$ cat config.mk
export PLATFORM = sky130hd
export DESIGN_NAME = redundant_mod_adder
export DESIGN_NICKNAME = d
export VERILOG_FILES = /design/src/rtl/modadd_pkg.sv /design/src/rtl/csa_row.sv /design/src/rtl/fold_stage.sv /design/src/rtl/redundant_mod_adder.sv
export SDC_FILE = /design/constraint.sdc
export NUM_CORES = 1
export LEC_CHECK = 0
export ABC_AREA = 1
export BUFFER_PORTS_ARGS = -buffer_cell sky130_fd_sc_hd__clkbuf_2
export CORE_MARGIN = 2
export CORE_UTILIZATION = 50
export CTS_CLUSTER_DIAMETER = 30
export CTS_CLUSTER_SIZE = 28
export DETAILED_ROUTE_END_ITERATION = 8
export GPL_TIMING_DRIVEN = 0
export HOLD_SLACK_MARGIN = 0.08
export PLACE_DENSITY_LB_ADDON = 0.2
export SYNTH_ARGS = -nofsm -noshare
export SYNTH_HDL_FRONTEND = slang
export SYNTH_SLANG_ARGS = --single-unit
$ cat constraint.sdc
create_clock -name clk -period 2.2 [get_ports clk]
set_input_delay 0.44 -clock clk [delete_from_list [all_inputs] [get_ports clk]]
set_output_delay 0.44 -clock clk [all_outputs]
set_load 0.01 [all_outputs]
$ cat src/rtl/modadd_pkg.sv
package modadd_pkg;

    // Correction chosen by one fold stage from the overflow count.
    typedef enum logic [1:0] {
        FIX_NONE   = 2'd0,
        FIX_SINGLE = 2'd1,
        FIX_DOUBLE = 2'd2
    } fix_e;

    // Two merge rows plus three fold stages, one register each.
    localparam int unsigned MERGE_STEPS = 2;
    localparam int unsigned FOLD_STEPS  = 3;
    localparam int unsigned LATENCY     = MERGE_STEPS + FOLD_STEPS;

endpackage

$ cat src/rtl/csa_row.sv
// One carry-save row: three vectors in, a sum/carry pair out.
module csa_row #(
    parameter int W = 14
) (
    input  logic [W-1:0] x,
    input  logic [W-1:0] y,
    input  logic [W-1:0] z,
    output logic [W-1:0] sum,
    output logic [W-1:0] carry
);
    logic [W-2:0] maj;

    assign sum   = x ^ y ^ z;
    assign maj   = (x[W-2:0] & y[W-2:0]) | (x[W-2:0] & z[W-2:0]) | (y[W-2:0] & z[W-2:0]);
    assign carry = {maj, 1'b0};
endmodule

$ cat src/rtl/fold_stage.sv
// Turns overflow at weight 2^N into a multiple of (2^N - M) and adds it in carry-save form.
module fold_stage
    import modadd_pkg::*;
#(
    parameter int N = 12,
    parameter int M = 2050
) (
    input  logic [N+1:0] s_in,
    input  logic [N+1:0] c_in,
    output logic [N+1:0] s_out,
    output logic [N+1:0] c_out
);
    localparam int W = N + 2;
    localparam int unsigned GAP = (1 << N) - M;
    localparam logic [W-1:0] ADD_ONE = W'(GAP);
    localparam logic [W-1:0] ADD_TWO = W'(2 * GAP);

    logic [1:0]   ovf_cnt;
    fix_e         kind;
    logic [W-1:0] addend;
    logic [W-1:0] lo_s;
    logic [W-1:0] lo_c;
    logic [W-1:0] row_s;
    logic [W-1:0] row_c;

    assign ovf_cnt = {1'b0, s_in[N]} + {1'b0, c_in[N]};
    assign lo_s    = {2'b00, s_in[N-1:0]};
    assign lo_c    = {2'b00, c_in[N-1:0]};

    // Fix state selection.
    always_comb begin
        unique case (ovf_cnt)
            2'd0:    kind = FIX_NONE;
            2'd1:    kind = FIX_SINGLE;
            default: kind = FIX_DOUBLE;
        endcase
    end

    // Correction constant for the chosen state.
    always_comb begin
        unique case (kind)
            FIX_NONE:   addend = '0;
            FIX_SINGLE: addend = ADD_ONE;
            FIX_DOUBLE: addend = ADD_TWO;
            default:    addend = '0;
        endcase
    end

    csa_row #(.W(W)) u_row (
        .x     (lo_s),
        .y     (lo_c),
        .z     (addend),
        .sum   (row_s),
        .carry (row_c)
    );

    // FIX_NONE keeps the pair as it is; the others take the folded row.
    always_comb begin
        if (kind == FIX_NONE) begin
            s_out = s_in;
            c_out = c_in;
        end else begin
            s_out = row_s;
            c_out = row_c;
        end
    end
endmodule

$ cat src/rtl/redundant_mod_adder.sv
module redundant_mod_adder
    import modadd_pkg::*;
#(
    parameter int N = 12,
    parameter int M = 2050
) (
    input  logic         clk,
    input  logic         rst_n,
    input  logic         in_valid,
    input  logic [N-1:0] a_sum,
    input  logic [N-1:0] a_carry,
    input  logic [N-1:0] b_sum,
    input  logic [N-1:0] b_carry,
    output logic         out_valid,
    output logic [N-1:0] r_sum,
    output logic [N-1:0] r_carry
);
    localparam int W     = N + 2;
    localparam int LAST  = int'(LATENCY);
    localparam int FIRST_FOLD = int'(MERGE_STEPS) + 1;

    // Stage registers: index k holds the pair after step k.
    logic [LAST:1][W-1:0]       st_s;
    logic [LAST:1][W-1:0]       st_c;
    logic [LAST:FIRST_FOLD][W-1:0] fold_s;
    logic [LAST:FIRST_FOLD][W-1:0] fold_c;
    logic [LAST:1]              vld;
    logic [N-1:0]               bc_q;
    logic [2:0]                 warm;

    logic [W-1:0] as_x, ac_x, bs_x, bc_x;
    logic [W-1:0] m1_s, m1_c, m2_s, m2_c;

    assign as_x = {2'b00, a_sum};
    assign ac_x = {2'b00, a_carry};
    assign bs_x = {2'b00, b_sum};
    assign bc_x = {2'b00, bc_q};

    // Merge row 1: A sum, A carry, B sum.
    csa_row #(.W(W)) u_merge1 (
        .x (as_x), .y (ac_x), .z (bs_x), .sum (m1_s), .carry (m1_c)
    );

    // Merge row 2: previous pair and the delayed B carry.
    csa_row #(.W(W)) u_merge2 (
        .x (st_s[1]), .y (st_c[1]), .z (bc_x), .sum (m2_s), .carry (m2_c)
    );

    // Fold stages, one per remaining step.
    for (genvar g = FIRST_FOLD; g <= LAST; g++) begin : g_fold
        fold_stage #(.N(N), .M(M)) u_fold (
            .s_in  (st_s[g-1]),
            .c_in  (st_c[g-1]),
            .s_out (fold_s[g]),
            .c_out (fold_c[g])
        );
    end

    // Pipeline registers for data and valid.
    always_ff @(posedge clk or negedge rst_n) begin
        if (!rst_n) begin
            st_s <= '0;
            st_c <= '0;
            bc_q <= '0;
            vld  <= '0;
        end else begin
            st_s[1] <= m1_s;
            st_c[1] <= m1_c;
            bc_q    <= b_carry;
            st_s[2] <= m2_s;
            st_c[2] <= m2_c;
            for (int k = FIRST_FOLD; k <= LAST; k++) begin
                st_s[k] <= fold_s[k];
                st_c[k] <= fold_c[k];
            end
            vld <= {vld[LAST-1:1], in_valid};
        end
    end

    // Cycles since reset, saturating, for the latency check.
    always_ff @(posedge clk or negedge rst_n) begin
        if (!rst_n)           warm <= '0;
        else if (warm != 3'd7) warm <= warm + 3'd1;
    end

    assign out_valid = vld[LAST];
    assign r_sum     = st_s[LAST][N-1:0];
    assign r_carry   = st_c[LAST][N-1:0];

    // ---------------- assertions ----------------
    a_r3_valid_latency: assert property (@(posedge clk) disable iff (!rst_n)
        (warm >= 3'd5) |-> (out_valid == $past(in_valid, 5)));

    a_r7_reset_clears: assert property (@(posedge clk)
        !rst_n |=> (!out_valid && r_sum == '0 && r_carry == '0));

    a_r4_merge_top_clear: assert property (@(posedge clk) disable iff (!rst_n)
        (st_s[2][N+1] == 1'b0) && (st_c[2][N+1] == 1'b0));

    a_r2_final_no_overflow: assert property (@(posedge clk) disable iff (!rst_n)
        (st_s[LAST][N+1:N] == 2'b00) && (st_c[LAST][N+1:N] == 2'b00));

    for (genvar g = FIRST_FOLD; g <= LAST; g++) begin : g_chk
        a_r5_fold_keeps_residue: assert property (@(posedge clk) disable iff (!rst_n)
            ((64'(st_s[g]) + 64'(st_c[g])) % 64'(M)) ==
            ((64'($past(st_s[g-1])) + 64'($past(st_c[g-1]))) % 64'(M)));

        a_r6_sum_below_top: assert property (@(posedge clk) disable iff (!rst_n)
            st_s[g][N+1:N] == 2'b00);
    end
endmodule

After elaboration in Yosys (flattened, before gate mapping) --
Cells that the tools add are included.
Storage, ports and cells: flip-flop bits (word level) 143, logic and storage cells 77, bits of input ports 51
Operators by class: mux-type cells 12, reductions and logical operators 6, bitwise gates (word level) 35, add/sub/neg operators 3, equality and inequality tests 9
Operator list (number):
- AND 12 bit | 12
- bitwise OR 12 bit | 8
- XOR 12 bit | 8
- one-hot mux 12 bit (2 select lines) | 3
- 2-to-1 mux 13 bit | 4
- AND 11 bit | 3
- 2-to-1 mux 12 bit | 2
- bitwise OR 11 bit | 2
- XOR 13 x 12 -> 13 bit | 1
- XOR 13 bit | 1
- == test 2 x 1 -> 1 bit (second input constant) | 6
- logical NOT 2 bit | 6
- one-hot mux 2 bit (2 select lines) | 3
- adder 1 x 1 -> 2 bit | 3
- == test 2 bit (second input constant) | 3

Logic depth before layout (Yosys ltp) --
Gate-level depths: netlist (run 1).
depth in word-level cells 9, gate-level depth with buffers 6, depth with buffers taken out 6

Cells and area by module --
From an unflattened synthesis (run 1), not the netlist that was laid out.
Second synthesis, totals: cells, all modules 589, area total of the unflattened synthesis 6829.0 um2
Modules (own cells, without submodules):
- redundant_mod_adder | area an instance 4012.6 um2, cells each 178, times used 1, seq. area each 3828.7 um2
- csa_row | area an instance 306.5 um2, cells each 24, times used 5, seq. area each 0.0 um2
- fold_stage | area an instance 427.9 um2, cells each 97, times used 3, seq. area each 0.0 um2

Least setup slack after synthesis (run 1) --
OpenSTA, ideal clock, no wires.
kind reg2reg, from reg st_c[54] (netlist name), to reg st_s (netlist bit r_sum[10]), cell stages (with the launch flop) 5, arrival 1.592 ns, path buffers 0, slack 0.525 ns, setup time 0.083 ns, required time 2.117 ns, cell sequence dfrtp_1 -> inv_1 -> ha_1 -> fa_1 -> o21ai_0
RTL lines:
- start, declared | line redundant_mod_adder.sv:24 | logic [LAST:1][W-1:0] st_c;
- start signal, assigned by index | line redundant_mod_adder.sv:74 | st_c[k] <= fold_c[k];
- end signal, assigned by index | line redundant_mod_adder.sv:73 | st_s[k] <= fold_s[k];
- end, declared | line redundant_mod_adder.sv:23 | logic [LAST:1][W-1:0] st_s;

==> summary by stage, run 1 <==
Logic synthesis
Among all cell types in the netlist, the one instantiated most often is dfrtp_1. The mean instance size in the synthesized netlist is 12.8 µm². In the synthesized netlist, the cells that appear most often are 139 x dfrtp_1, 84 x inv_1, 73 x nand2_1. The part of the Yosys area used for sequential elements is 58.6%. The synthesized netlist cell count is 463. The post-synthesis cell area is 5940 µm². The synthesized design contains 0 enable-type register cells. By area the synthesized netlist is led by dfrtp_1 59%, fa_1 19%, inv_1 5.3%, nand2_1 4.6%, buf_4 3.8%. The number of different library cells in the post-synthesis netlist is 14. The number of nets in the synthesized netlist is 576.

The biggest area consumer among synthesized cells is dfrtp_1. The area share of the leading cell type in the synthesized netlist is 58.6%. Yosys printed 0 warnings.

The fraction of synthesis flops using an asynchronous set or reset pin is 100%. The prevailing post-synth register cell is dfrtp_1. In this run, synthesis produced a sequential element count of 139.

Route
The average routed wire per standard cell is 11.5 µm. Dividing the detail-routed via count by the number of cells gives 4.45. The pre-antenna-repair detailed-routing pass consisted of 6 iterations. The number of nets still failing antenna checks after routing is 0.

The DRC marker count from the first detailed-route iteration is 96. In the routed design, unresolved DRC markers number 4. After detailed routing, the total wire length is 8.18 mm. The total number of vias is 3175.

Worst setup path
The critical path data required time is 2530 ps. The cell depth of the worst flop-to-flop path is 4. The destination of the critical timing path is r_sum[3]$_DFF_PN0_. STA classifies the critical path startpoint as a flop. The worst-path maximum fanout is 15.

The capture point of the worst reg-to-reg path is r_sum[3]$_DFF_PN0_. The critical path goes through inv_1 -> ha_1 -> fa_1 -> o21ai_0. For flop-to-flop paths, the worst setup slack is 310 ps. The data arrival time of the worst path is 2210 ps.

In this run the worst setup path begins at st_c[54]$_DFF_PN0_. The critical path is of the flop to flop type. The origin of the critical flop-to-flop path is st_c[54]$_DFF_PN0_. STA classifies the critical path endpoint as a flop. The critical path's largest stage delay is 660 ps. The slowest library cell on the worst path is ha_1.

Power and ir drop
The part of the total power dissipated in the clock network is 30.7%. Per report_power, the sequential group accounts for 40.1% of the total. In this run the power spent charging and discharging nets is 2.77 mW. The total power is 9.01 mW. Dividing total power by cell area gives a power density of 1270 nW/µm². The part of the power in combinational logic is 29.2%.

The internal portion of the total power is 6.24 mW. The switching portion of total power is 30.7%. The analysis attributes to cell leakage a power of 3.58 nW. The worst-case IR drop observed on VDD is 534 µV.

Run
The reported max-cap violation count is 0.

Global route
The first global-routing pass estimated 15.0 mm of wire. The number of antenna violations at the first check in global routing is 0. The number of global-route vias before repair is 3416.

For met2 alone, demand over resource in global routing was 26.3%. The total congestion overflow after global routing is 0. Global routing used 4.12% of the available met3 tracks.

The met1 track demand over resource is 17.3%. After global routing, the most crowded layer is met2. For this run, the total global-route usage over all layers was measured as 15.2%. Entering global routing, the biggest net connects 73 pins.

Layout
The number of antenna diodes in the final layout is 0. Once layout is complete, the cells apart from fillers number 713. The area growth from synthesis to layout is 19.9%. The multi-input combinational cells in the finished layout cover a total of 1840 µm².

The sequential cells in the finished layout cover a total of 3480 µm². The post-route netlist has 26.8% of its cells at a drive strength greater than 1. Measured on the finished design, the core utilization comes to 61.8%. After filler insertion, the fill cell instance count of the layout stands at 910. The net count of the finished layout is 671.

Clock tree
The clock net sink count is 139. TritonCTS built the clock tree. The number of buffers added for setup after CTS is 0. The number of gates resized after CTS was 0. The number of H-tree levels is 4. The root buffer selected by CTS is clkbuf_16. The clock latency on the worst-skew pair is 410 ps.

Counting along the longest clock path gives a buffer depth of 2. Clock tree synthesis inserted a total of 17 buffers. The clock slew at the register clock pins of the worst setup and hold paths is 60 ps.

STA
The shortest clock period the worst path allows after layout is 1890 ps. Setup repair after global routing left no endpoint under its margin. The worst-case headroom to the max-slew limit is 47.9%. The number of hold violations in the final report came to 0. The count of final max-slew check failures is 0. The share of the clock period used by the worst path is 85.7%. For the pin with the worst max-slew slack, the measured transition is 782 ps. The worst hold margin is 130 ps. Static timing analysis puts the maximum clock frequency at 0.530 GHz. Setup violations remaining at the end of the flow were counted as 0. The worst setup slack after layout is 314 ps.

The clock skew after layout is 12.8 ps.

Placed design
At the placement stage, the worst setup path has a slack of 310 ps. At the end of routability-driven placement, the weighted congestion stood at 0.802. The count of placed standard cells including taps is 681. The total half-perimeter wirelength after legalization and detailed placement is 6.12 mm.

The port buffer count is 74.

Die
After floorplanning, the core was divided into 39 placement rows. The number of top-level pins is 76. The full die area is 12800 µm².

The initial core utilization is 51.6%. From bottom edge to top edge, the die measures 113 µm. The floorplan step set the die width to 113 µm. The region available for standard cell placement spans 11500 µm².

Outcome
The checks that failed: DRC. The run finished, with violations left.

Min path
The path class of the lowest-slack min-delay path is primary input to flop.
## cells by family (layout without fill, tap and decap cells)
| kind of cell | after synthesis | after routing | synth area share [%] |
|---|---|---|---|
| simple gates | 75 | 75 | 4.80 |
| compound gates | 64 | 64 | 6.03 |
| flops | 139 | 139 | 58.6 |
| fa+ha+maj | 62 | 62 | 20.0 |
| other cells | 1 | 1 | 0.0632 |
| buf+inv | 122 | 229 | 10.5 |
## placed cells by master (no fill, tap or decap)
cell type,netlist,layout
clkbuf_8,0,4
fa_1,55,55
o21ai_1,23,23
buf_2,1,1
conb_1,1,1
ha_1,7,7
nand2_1,73,73
bufinv_16,0,2
o21ai_0,31,31
clkinv_4,0,2
inv_1,84,84
buf_4,30,30
clkinv_2,0,3
clkbuf_16,0,17
buf_16,0,1
clkbuf_2,0,73
o21ai_2,10,10
nand4_1,1,1
clkbuf_1,0,1
nand3_1,1,1
inv_6,0,1
clkinvlp_4,0,2
buf_6,7,7
dlygate4sd3_1,0,1
dfrtp_1,139,139
## power by group through the flow
stage | combinational, mW | clock, mW | sequential, mW
3_5_place_dp | 2.67 | 0 | 3.66
3_3_place_gp | 2.50 | 0 | 3.64
5_1_grt | 3.05 | 2.94 | 3.71
2_1_floorplan | 1.96 | 0 | 3.58
4_1_cts | 2.69 | 2.84 | 3.62
6_report | 2.63 | 2.76 | 3.62
## state kept, by name, summed over array words and instances (netlist names)
name     cells
st_c        48
bc_q        12
r_carry     11
r_sum       12
st_s        51
vld          5
## stage by stage
stage                     TNS [ps]  area [µm²]
after floorplan                  0        5940
after global placement     -178910        6490
after detailed placement         0        6520
after CTS                        0        7120
after global routing             0        7120
final                            0        7120
## worst min path at each step
stage,start,endpoint,cells past startpoint
floorplan,rst_n,bc_q[0]$_DFF_PN0_,0
global placement,vld[3]$_DFF_PN0_,vld[4]$_DFF_PN0_,0
detailed placement,st_s[42]$_DFF_PN0_,r_sum[0]$_DFF_PN0_,0
CTS,b_carry[9],bc_q[9]$_DFF_PN0_,1
global route,b_carry[2],bc_q[2]$_DFF_PN0_,1
finish,b_carry[7],bc_q[7]$_DFF_PN0_,1
## final cells by class
| class | count | area share (%) |
|---|---|---|
| tap | 143 | 2.51 |
| clock inverter | 10 | 1.63 |
| multi-input combinational | 202 | 25.8 |
| clock buffer | 21 | 6.61 |
| timing repair buffer | 76 | 5.85 |
| buffer | 38 | 4.34 |
| inverter | 84 | 4.43 |
| sequential | 139 | 48.8 |
## worst max-delay path: cells and delay by family, from the launching register on
kind,cells,cell delay [ps]
buffers and inverters,1,60
adder cells (fa/ha/maj),2,1200
flip-flops,1,380
AO/OA/AOI/OAI,1,160
## layer usage
| metal | vias up | wire length, µm |
|---|---|---|
| li1 | 1545 | - |
| met1 | 1528 | 3350 |
| met2 | 89 | 4260 |
| met3 | 13 | 430 |
| met4 | 0 | 136 |
| met5 | - | 0 |
## timing repair
action	4_1_cts	5_1_grt
setup endpoints to repair	0	0
hold buffers	1	0
hold endpoints to repair	67	0
(Power assumes the default switching activity.)
==> run 2, diff against run 1 <==
--- a/config.mk
+++ b/config.mk
@@ -8,7 +8,7 @@
 export ABC_AREA = 1
 export BUFFER_PORTS_ARGS = -buffer_cell sky130_fd_sc_hd__clkbuf_2
 export CORE_MARGIN = 2
-export CORE_UTILIZATION = 50
+export CORE_UTILIZATION = 45
 export CTS_CLUSTER_DIAMETER = 30
 export CTS_CLUSTER_SIZE = 28
 export DETAILED_ROUTE_END_ITERATION = 8
==> summary by stage, run 2 (same netlist as run 1, synthesis figures left out) <==
Outcome
Run status: complete, no violations (was finished, violations left).

Global route
The number of global-route vias before repair was 3411 (was 3416). The largest net degree at the start of global routing came to 111 (was 73). The aggregate global-route resource usage came to 13.4% (was 15.2%). The wire length of the first global-routing pass is 14.7 mm (was 15.0 mm). The number of antenna violations at the first check in global routing is 0 (unchanged).

The total congestion overflow after global routing is 0 (unchanged).

Worst setup path
The data arrival time of the worst path is 2200 ps (was 2210 ps). The register-to-register setup slack is 320 ps (was 310 ps). The critical path launch point type is a flop (unchanged).

The worst setup path category is flop to flop (unchanged). The worst-path maximum fanout is 15 (unchanged). The endpoint type of the worst setup path is a flop (unchanged). The critical path data required time is 2520 ps (was 2530 ps).

Placed design
The total half-perimeter wirelength after legalization and detailed placement is 6.18 mm (was 6.12 mm). The port buffer count is 74 (unchanged). The count of placed standard cells including taps is 710 (was 681).

The last weighted congestion value of the routability-driven placer came to 0.861 (was 0.802).

Clock tree
The number of H-tree levels was 4 (unchanged). The post-cts hold buffer count was 1 (unchanged). The clock tree from TritonCTS is yes (unchanged). The clock net sink count is 139 (unchanged). The number of buffers added for setup after CTS was 0 (unchanged).

The post-cts gate resize count was 0 (unchanged). The maximum clock insertion buffer count is 2 (unchanged). The clock latency on the worst-skew pair is 400 ps (was 410 ps). The root buffer selected by CTS is clkbuf_16 (unchanged).

The total clock buffers created by CTS came to 17 (unchanged). The clock slew at the register clock pins of the worst setup and hold paths was 50 ps (was 60 ps).

Route
The number of nets still failing antenna checks after routing is 0 (unchanged). The total number of vias is 3152 (was 3175). The DRC marker count from the first detailed-route iteration came to 112 (was 96).

The detailed-routing iteration count for the pre-antenna-repair pass is 4 (was 6). The via density per instance is 4.27 (was 4.45). The average routed wire per standard cell is 11.0 µm (was 11.5 µm). The DRC violation count after routing is 0 (was 4).

The total detailed-routing wirelength came to 8.13 mm (was 8.18 mm).

Die
The core footprint was 12800 µm² (was 11500 µm²). The initial core utilization came to 46.5% (was 51.6%). The number of top-level pins was 76 (unchanged). The full die area is 14100 µm² (was 12800 µm²). The total number of placement rows came to 41 (was 39).

The horizontal die dimension is 119 µm (was 113 µm). The die extent in y is 119 µm (was 113 µm).

Min path
The path class of the lowest-slack min-delay path is primary input to flop (unchanged).

Layout
The layout cell share with drive strength beyond 1 is 25.7% (was 26.8%). The flip-flop count of the largest register, all copies and words added came to 51 (unchanged). The area growth from synthesis to layout is 18.9% (was 19.9%). Commonest cells after routing, fill and taps aside: 139 x dfrtp_1, 84 x inv_1, 73 x nand2_1, 73 x clkbuf_2, 55 x fa_1 (unchanged). The most frequent standard cell in the layout excluding fill and tap cells is dfrtp_1 (unchanged). Biggest regs: st_s x51, st_c x48 (unchanged).

The final non-filler cell total is 739 (was 713). The net count of the finished layout is 671 (unchanged). The register name with the most flops is st_s (unchanged). The number of diodes added for antenna fixing is 0 (unchanged).

STA
Setup repair after global routing missed its margin: no (unchanged). The count of final max-slew check failures was 0 (unchanged). The number of setup violations in the final report came to 0 (unchanged). The share of the clock period used by the worst path is 85.5% (was 85.7%). The highest achievable clock rate is 0.532 GHz (was 0.530 GHz).

The number of hold violations in the final report was 0 (unchanged). The clock skew after layout is 6.64 ps (was 12.8 ps). The worst-case headroom to the max-slew limit is 47.4% (was 47.9%). The shortest clock period the worst path allows after layout was 1880 ps (was 1890 ps). The pin slew with the least headroom to its limit is 788 ps (was 782 ps).

Power and ir drop
The total power came to 8.60 mW (was 9.01 mW). The maximum resistive drop on vdd was 574 µV (was 534 µV). The total power per unit cell area was 1220 nW/µm² (was 1270 nW/µm²). The standby leakage power came to 3.54 nW (was 3.58 nW).

Run
The reported max-cap violation count is 0 (unchanged).
## run 2: cell count changes in the layout (fill, tap and decap cells not counted), sizes merged
| cell | delta |
|---|---|
| clkinvlp | -2 |
| clkinv | -1 |
| inv | -1 |
| clkbuf | +3 |
| bufinv | -2 |
## run 2: area by class of cell
type / count / area [µm²]
flip-flops and latches: 139 / 3480
plain buffers: 38 / 309
clock inverters: 4 / 20.0
clock buffers: 24 / 472
well taps: 172 / 215
repair buffers: 76 / 417
fillers: 1068 / 5710
multi-input cells: 202 / 1840
inverters: 84 / 315
## run 2: layer usage
layer	routed length (µm)	part of all wire [%]	track usage, %	vias to the layer above
li1	-	-	-	1544
met1	3410	42	15.1	1499
met2	4120	51	22.5	97
met3	455	5.6	4.31	12
met4	141	1.7	7.51	0
met5	0	0	0	-
## run 2: where the power goes
part | switching (mW) | internal [mW]
Clock | 0.894 | 1.46
Combinational | 1.42 | 1.20
Sequential | 0.327 | 3.29
## run 2: worst paths after layout
kind	from	cells after the start	endpoint
setup / recovery	st_c[54]$_DFF_PN0_	4	r_sum[8]$_DFF_PN0_
hold / removal	b_carry[4]	1	bc_q[4]$_DFF_PN0_
setup reg to reg	st_c[54]$_DFF_PN0_	4	r_sum[8]$_DFF_PN0_
hold reg to reg	vld[2]$_DFF_PN0_	0	vld[3]$_DFF_PN0_
max in group asynchronous	rst_n	3	r_carry[5]$_DFF_PN0_
min in group asynchronous	rst_n	2	st_c[6]$_DFF_PN0_
## run 2: critical path: stages, from the launching register on
cell and delay (ps):
dfrtp_1 380, inv_1 60, ha_1 660, fa_1 540
o21ai_0 150
## run 2: metrics by stage
step	hold slack (ps)	TNS, ps	area, µm²	setup slack [ps]	utilization [%]
final	138	0	7060	319	55.3
after global routing	113	0	7060	202	55.3
after CTS	111	0	7060	297	55.3
after detailed placement	335	0	6560	321	51.4
after global placement	331	-176310	6520	-1280	51.1
after floorplan	144	0	5940	525	-
